<file path="config.mk">
export PLATFORM = sky130hd
export DESIGN_NAME = lw_sram
export DESIGN_NICKNAME = d
export VERILOG_FILES = /design/src/rtl/lw_sram_pkg.sv /design/src/rtl/lw_cmd_stage.sv /design/src/rtl/lw_write_buffer.sv /design/src/rtl/lw_array.sv /design/src/rtl/lw_sram.sv
export SDC_FILE = /design/constraint.sdc
export NUM_CORES = 2
export LEC_CHECK = 0
export CAP_MARGIN = 30
export CORE_AREA = 2 2 433 435
export CTS_BUF_LIST = sky130_fd_sc_hd__clkbuf_2 sky130_fd_sc_hd__clkbuf_4 sky130_fd_sc_hd__clkbuf_8
export DETAILED_ROUTE_END_ITERATION = 8
export DIE_AREA = 0 0 435 437
export PLACE_DENSITY = 0.65
export SLEW_MARGIN = 25
export SYNTH_ARGS = -nofsm -noshare
export SYNTH_HDL_FRONTEND = slang
export SYNTH_SLANG_ARGS = --single-unit
</file>
<file path="constraint.sdc">
create_clock -name clk -period 3.1 [get_ports clk]
set_clock_uncertainty 0.05 [all_clocks]
set_input_delay 0.62 -clock clk [delete_from_list [all_inputs] [get_ports clk]]
set_output_delay 0.62 -clock clk [all_outputs]
set_load 0.005 [all_outputs]
</file>
<file path="src/rtl/lw_sram_pkg.sv">
package lw_sram_pkg;
  localparam int LANE_W = 9;

  function automatic int lanes_for(input bit wide_org);
    return wide_org ? 4 : 2;
  endfunction
endpackage

</file>
<file path="src/rtl/lw_cmd_stage.sv">
module lw_cmd_stage #(
  parameter int ADDR_W = 6,
  parameter int LANES  = 4
) (
  input  logic              clk,
  input  logic              rst_n,
  input  logic              sleep,
  input  logic              cmd_valid,
  input  logic              cmd_we,
  input  logic [ADDR_W-1:0] cmd_addr,
  input  logic [LANES-1:0]  cmd_be,
  output logic              s1_rd,
  output logic              s1_wr,
  output logic [ADDR_W-1:0] s1_addr,
  output logic [LANES-1:0]  s1_be
);
  logic take;
  assign take = cmd_valid && !sleep;

  always_ff @(posedge clk) begin
    if (!rst_n) begin
      s1_rd   <= 1'b0;
      s1_wr   <= 1'b0;
      s1_addr <= '0;
      s1_be   <= '0;
    end else begin
      s1_rd   <= take && !cmd_we;
      s1_wr   <= take && cmd_we;
      s1_addr <= cmd_addr;
      s1_be   <= cmd_be;
    end
  end

  // a command seen while asleep never reaches the stage
  a_r8_no_accept: assert property (@(posedge clk) disable iff (!rst_n)
    sleep |=> !(s1_rd || s1_wr));
endmodule

</file>
<file path="src/rtl/lw_write_buffer.sv">
module lw_write_buffer #(
  parameter int ADDR_W = 6,
  parameter int LANES  = 4,
  parameter int WORD_W = 36
) (
  input  logic              clk,
  input  logic              rst_n,
  input  logic              sleep,
  input  logic              s1_wr,
  input  logic [ADDR_W-1:0] s1_addr,
  input  logic [LANES-1:0]  s1_be,
  input  logic [WORD_W-1:0] wr_data,
  output logic              pend_valid,
  output logic [ADDR_W-1:0] pend_addr,
  output logic [LANES-1:0]  pend_be,
  output logic [WORD_W-1:0] pend_data,
  output logic              commit_en
);
  // Drain the held write when a newer one displaces it or when asleep.
  assign commit_en = pend_valid && (s1_wr || sleep);

  always_ff @(posedge clk) begin
    if (!rst_n) begin
      pend_valid <= 1'b0;
      pend_addr  <= '0;
      pend_be    <= '0;
      pend_data  <= '0;
    end else if (s1_wr) begin
      pend_valid <= 1'b1;
      pend_addr  <= s1_addr;
      pend_be    <= s1_be;
      pend_data  <= wr_data;
    end else if (commit_en) begin
      pend_valid <= 1'b0;
    end
  end

  // the word present one edge after the command is the one held
  a_r3_late_capture: assert property (@(posedge clk) disable iff (!rst_n)
    s1_wr |=> (pend_valid && pend_addr == $past(s1_addr) && pend_data == $past(wr_data)));

  // sleeping with nothing new to buffer empties the buffer
  a_r9_sleep_drain: assert property (@(posedge clk) disable iff (!rst_n)
    (sleep && pend_valid && !s1_wr) |=> !pend_valid);
endmodule

</file>
<file path="src/rtl/lw_array.sv">
module lw_array #(
  parameter int ADDR_W = 6,
  parameter int LANES  = 4
) (
  input  logic                                  clk,
  input  logic                                  we,
  input  logic [ADDR_W-1:0]                     waddr,
  input  logic [LANES-1:0]                      wbe,
  input  logic [LANES*lw_sram_pkg::LANE_W-1:0]  wdata,
  input  logic [ADDR_W-1:0]                     raddr,
  output logic [LANES*lw_sram_pkg::LANE_W-1:0]  rdata
);
  localparam int LW    = lw_sram_pkg::LANE_W;
  localparam int DEPTH = 1 << ADDR_W;

  for (genvar g = 0; g < LANES; g++) begin : g_lane
    logic [LW-1:0] mem [DEPTH];
    always_ff @(posedge clk) begin
      if (we && wbe[g]) mem[waddr] <= wdata[g*LW +: LW];
    end
    assign rdata[g*LW +: LW] = mem[raddr];
  end
endmodule

</file>
<file path="src/rtl/lw_sram.sv">
module lw_sram #(
  parameter bit WIDE_ORG = 1'b1,
  parameter int ADDR_W   = 6,
  localparam int LANES   = lw_sram_pkg::lanes_for(WIDE_ORG),
  localparam int WORD_W  = LANES * lw_sram_pkg::LANE_W
) (
  input  logic              clk,
  input  logic              rst_n,
  input  logic              sleep,
  input  logic              cmd_valid,
  input  logic              cmd_we,
  input  logic [ADDR_W-1:0] cmd_addr,
  input  logic [LANES-1:0]  cmd_be,
  input  logic [WORD_W-1:0] wr_data,
  output logic              rd_valid,
  output logic [WORD_W-1:0] rd_data
);
  localparam int LW = lw_sram_pkg::LANE_W;

  logic              s1_rd, s1_wr;
  logic [ADDR_W-1:0] s1_addr;
  logic [LANES-1:0]  s1_be;
  logic              pend_valid, commit_en;
  logic [ADDR_W-1:0] pend_addr;
  logic [LANES-1:0]  pend_be;
  logic [WORD_W-1:0] pend_data, arr_rd, fwd_word, rd_q;
  logic              hit;

  lw_cmd_stage #(.ADDR_W(ADDR_W), .LANES(LANES)) u_cmd (
    .clk, .rst_n, .sleep, .cmd_valid, .cmd_we, .cmd_addr, .cmd_be,
    .s1_rd, .s1_wr, .s1_addr, .s1_be
  );

  lw_write_buffer #(.ADDR_W(ADDR_W), .LANES(LANES), .WORD_W(WORD_W)) u_wbuf (
    .clk, .rst_n, .sleep, .s1_wr, .s1_addr, .s1_be, .wr_data,
    .pend_valid, .pend_addr, .pend_be, .pend_data, .commit_en
  );

  lw_array #(.ADDR_W(ADDR_W), .LANES(LANES)) u_arr (
    .clk, .we(commit_en), .waddr(pend_addr), .wbe(pend_be),
    .wdata(pend_data), .raddr(s1_addr), .rdata(arr_rd)
  );

  // Forward a held write over stale array lanes
  assign hit = pend_valid && (pend_addr == s1_addr);
  for (genvar g = 0; g < LANES; g++) begin : g_fwd
    assign fwd_word[g*LW +: LW] = (hit && pend_be[g]) ? pend_data[g*LW +: LW]
                                                      : arr_rd[g*LW +: LW];
  end

  always_ff @(posedge clk) begin
    if (!rst_n) begin
      rd_valid <= 1'b0;
      rd_q     <= '0;
    end else begin
      rd_valid <= s1_rd;
      if (s1_rd) rd_q <= fwd_word;
    end
  end

  assign rd_data = rd_valid ? rd_q : '0;

  // accepted read surfaces two edges later
  a_r2_read_latency: assert property (@(posedge clk) disable iff (!rst_n)
    (cmd_valid && !cmd_we && !sleep) |=> ##1 rd_valid);

  // nothing read back for a command presented during sleep
  a_r8_sleep_quiet: assert property (@(posedge clk) disable iff (!rst_n)
    (sleep && !rd_valid) |=> ##1 (!rd_valid || $past(cmd_valid && !cmd_we && !sleep, 1)));

  // idle output is quiet
  a_r7_idle_zero: assert property (@(posedge clk) disable iff (!rst_n)
    $fell(rd_valid) |-> (rd_data == '0));
endmodule

</file>
After elaboration in Yosys (flattened, before gate mapping)
Memories as Yosys holds them, arrays and structs flattened. A register that Yosys moved wholly into a read port is not among the register bits.
Index checks and enable logic that the tools add are counted.
{"block": "classes", "n_eq_ne": 1, "muxes": 19, "n_reduce_logical": 17}
{"operator": "$mux W36", "count": 1}
{"operator": "$mux W9", "count": 4}
{"operator": "$mux W6", "count": 4}
{"operator": "$logic_and A1 B1 Y1", "count": 13}
{"operator": "$mux W1", "count": 10}
{"operator": "$eq A6 B6 Y1", "count": 1}
{"operator": "$logic_not A1 Y1", "count": 2}
{"operator": "$reduce_bool A2 Y1", "count": 1}
{"operator": "$logic_or A1 B1 Y1", "count": 1}
{"block": "word_totals", "ff_bits": 96, "ram_bits": 2304, "input_bits": 51, "output_inout_bits": 37, "wordCells": 51, "memories": 4}
{"name": "u_arr.g_lane[0].mem", "depth": 64, "width": 9, "rd": 1, "rd_clocked_by_memory_dff": 1, "wr": 1, "line": "lw_array.sv:17", "source": "logic [LW-1:0] mem [DEPTH];"}
{"name": "u_arr.g_lane[1].mem", "depth": 64, "width": 9, "rd": 1, "rd_clocked_by_memory_dff": 1, "wr": 1, "line": "lw_array.sv:17"}
{"name": "u_arr.g_lane[2].mem", "depth": 64, "width": 9, "rd": 1, "rd_clocked_by_memory_dff": 1, "wr": 1, "line": "lw_array.sv:17"}
{"name": "u_arr.g_lane[3].mem", "depth": 64, "width": 9, "rd": 1, "rd_clocked_by_memory_dff": 1, "wr": 1, "line": "lw_array.sv:17"}

Depth between registers and ports, before layout
{"block": "depth", "ltp_word": 5, "depth_mapped": 12, "depth_no_buf": 6}

By module
A second synthesis with hierarchy kept.
{"block": "hier_totals", "cells_unflattened": 4507, "hier_area_um2": 92751.5}
{"mod": "lw_array", "instances": 1, "cells_each": 4030, "area_per_inst_um2": 88312.2, "seq_area_each_um2": 69186.4}
{"mod": "lw_sram", "instances": 1, "cells_each": 299, "area_per_inst_um2": 2280.9, "seq_area_each_um2": 740.7}
{"mod": "lw_write_buffer", "instances": 1, "cells_each": 153, "area_per_inst_um2": 1813.0, "seq_area_each_um2": 940.9}
{"mod": "lw_cmd_stage", "instances": 1, "cells_each": 25, "area_per_inst_um2": 345.3, "seq_area_each_um2": 240.2}

Worst setup path before layout
No wires, ideal clock.
{"block": "synth_path", "path_kind": "register to register", "start": "register u_cmd.s1_addr[0]", "end": "register rd_q[10]", "setup_time_ps": 127, "arrival_time_ps": 2267, "required_time_ps": 2923, "slack_ps": 657, "path_stages_with_launch": 8, "path_buffers": 3, "period_less_slack_ps": 2443, "cell_sequence": "dfxtp_1 -> buf_2 -> clkbuf_1 -> buf_2 -> mux4_2 -> mux4_2 -> a211oi_1 -> a21oi_1"}
{"block": "synth_via", "elab_chain_cells": 4}
{"item": "start, declared", "line": "lw_cmd_stage.sv:14", "source": "output logic [ADDR_W-1:0] s1_addr,"}
{"item": "start signal, assigned", "line": "lw_cmd_stage.sv:29", "source": "s1_addr <= cmd_addr;"}
{"item": "$eq A6 B6 Y1", "line": "lw_sram.sv:45", "source": "assign hit = pend_valid && (pend_addr == s1_addr);"}
{"item": "$logic_and A1 B1 Y1", "line": "lw_sram.sv:45"}
{"item": "$logic_and A1 B1 Y1", "line": "lw_sram.sv:47", "source": "assign fwd_word[g*LW +: LW] = (hit && pend_be[g]) ? pend_data[g*LW +: LW]"}
{"item": "$mux W9", "line": "lw_sram.sv:47"}
{"item": "end signal, assigned", "line": "lw_sram.sv:57", "source": "if (s1_rd) rd_q <= fwd_word;"}
{"item": "end, declared", "line": "lw_sram.sv:26", "source": "logic [WORD_W-1:0] pend_data, arr_rd, fwd_word, rd_q;"}
Every way passes these cells.
A chain may end at the register's enable or synchronous reset.

Worst setup path in the final report
{"block": "layout_path", "start": "register u_cmd.s1_addr[0]", "end": "register rd_q[35]"}
Same word-level chain as after synthesis.

==> results.cfg <==
[status]
status = finished, violations left
violations = negative setup slack

[clock_tree]
root_buffer = clkbuf_8
cts_tree = built
cts.sink_count = 2400
cts_buffers = 396
clockBufferDepth = 4
h-tree-depth = 5
clock_latency_ns = 1.08
clk_pin_slew_ns = 0.06

[yosys]
syn_nets = 4238
yosysTopAreaCell = edfxtp_1
dominantRegCellSynth = edfxtp_1
synth.distinct_cells = 49
yosys.area.top_type_share_pct = 74.90
yosys-top-cells-area = edfxtp_1, mux4_2, dfxtp_1, mux2i_1, nor2_1
synth_async_sr_flop_share_pct = 0
syn_area_per_cell_um2 = 22.06
synth_cells = 4187
seq_area_frac_synth_pct = 76.98
yosys_warnings = 0
ys_seq_elements = 2400
synth_area_um2 = 92380
synth_edf_count = 2304

[global_routing]
grt_overflow = 0
grt_pass1_wl_um = 339300
grt_max_degree = 67
antenna_found_initial = 6
grt.busiest_layer = met2
grt_pass1_vias = 46770
use_met3_pct = 5.640
met2_usage_pct = 39.30
grt_use_total_pct = 25.02
met1_usage_pct = 34.71

[placement]
post-dp-hpwl_um = 147900
portBuffers = 87
gp_congestion = 0.8436

[timing]
slew_headroom_pct = 23.22
setup_ws_ns = -0.009678
fin_crit_ns = 3.110
fmax_mhz = 321.6
whs_ns = 0.07611
fin_crit_sh_pct = 100.3
final_max_slew_viol_count = 0
tightest_slew_ns = 1.149
totalNegativeSetupSlack_ns = -0.009678
rsz0062_at_grt = false
hold_violations = 0
setup_viol = 1

[finish]
most-common-layout-cells = edfxtp_1, mux4_2, clkbuf_8, buf_4, nor2_1
num-nets-final = 4955
fillers = 13490
syn2layout_area_growth_pct = 16.20
final_util_pct = 58.01
final_common_cell = edfxtp_1
layout-drive-gt1-share_pct = 34.99

[setup_path]
setup.worst_path.class = reg2reg
worst_setup_path_end_kind = register
critPathMaxFanout = 54
arrival_ns = 3.92
crit_path_start_kind = register
crit_required_ns = 3.91

[floorplanning]
die_h_um = 437
rows = 158
io_pins = 88
die_width_um = 435
die-area_um2 = 190100
core_area_um2 = 185000
start_util_pct = 49.92

[drt]
routedWlPerCell_um = 30.94
drc = 0
first_iter_violations = 5610
first_pass_iters = 8
finalWirelength_um = 237900
vias = 46410
ant_nets = 0
viasPerCell = 6.036

[pwr]
ir_drop_uv = 451.0
p_leak_nw = 30.85
p_per_area_nw_per_um2 = 600.6

[job]
maxCapViolations = 0

[worst_hold_path]
min_path_type = in2reg
[synth_stat cells, types with 36 or more instances]
library cell	count
o22ai_1	49
nor2b_1	56
and2_1	48
a22oi_1	36
buf_2	79
mux4_2	653
mux2i_1	154
nor2_1	270
edfxtp_1	2304
clkbuf_1	128
dfxtp_1	96
nand2_1	80
[registers in the layout (all words and copies together), names as in the netlist]
name,count
u_arr.g_lane.mem,2304
rd_q,36
u_wbuf.pend_data,36
u_cmd.s1_addr,6
u_wbuf.pend_addr,6
u_cmd.s1_be,4
u_wbuf.pend_be,4
rd_valid,1
u_cmd.s1_rd,1
u_cmd.s1_wr,1
u_wbuf.pend_valid,1
[routing by layer]
layer  routed length, um  vias up
met5                  54        -
met1               93700    24550
li1                    -    19050
met4                8089        8
met2              114200     2331
met3               21790      467
[final timing paths]
path | startpoint | end | slack, ns | cells past startpoint
max reg2reg | u_cmd.s1_addr[0]$_SDFF_PN0_ | rd_q[35]$_SDFFE_PN0P_ | -0.01 | 5
max | u_cmd.s1_addr[0]$_SDFF_PN0_ | rd_q[35]$_SDFFE_PN0P_ | -0.01 | 5
min reg2reg | u_wbuf.pend_data[19]$_SDFFE_PN0P_ | u_arr.g_lane[2].mem[12][1]$_DFFE_PP_ | 0.40 | 0
min | cmd_valid | u_cmd.s1_wr$_SDFF_PN0_ | 0.08 | 3
[final cells by class]
cell class                 instances  area [um^2]  share of cell area [%]
timing repair buffer             565         5181                   4.827
tap                             2480         3103                   2.891
inverter                           2        7.507                0.006994
clock buffer                     577         6978                   6.501
sequential                      2400        71180                   66.31
clock inverter                   118        634.4                  0.5910
multi-input combinational       1539        20240                   18.85
antenna                            7        17.52                 0.01632
[logic make-up (layout without fill, tap and decap cells)]
group	count (synthesis)	in the layout	share of synthesized area (%)
AOI/OAI and AO/OA	213	213	1.635
xor gates and xnor gates	6	6	0.05689
buffers and inverters	248	1262	1.191
DFF	2400	2400	76.98
muxes	810	810	17.63
other	0	7	0
and+or+nand+nor	510	510	2.515
[timing repair]
item,CTS,global route
setup endpoints to repair,38,5
gates resized for setup,27,3
cloned,1,0
setup buffers,3,0
hold endpoints to repair,12,0
hold buffers,2,0
[stage by stage]
stage	instance area [um^2]	instances	power [mW]	setup slack, ns
final	107300	7688	64.47	-0.009678
after detailed placement	99500	6975	38.32	0.01467
after CTS	107200	7676	64.97	-0.06448
after global routing	107300	7684	66.45	0.001698
after floorplan	92380	4187	37.43	0.6566
after global placement	99500	6975	38.30	-0.01036
[worst max-delay path, stage by stage, from the launching register on]
cell      delay [ns]
dfxtp_4         0.55
buf_12          0.40
mux4_2          0.58
mux4_2          0.49
a211oi_1        0.61
a21oi_1         0.15
[power by group]
part	internal, mW	switching (mW)
clock network	14.8	12.1
registers	35.2	0.155
logic	1.06	1.19
total	51.0	13.4
(Power assumes the default switching activity.)
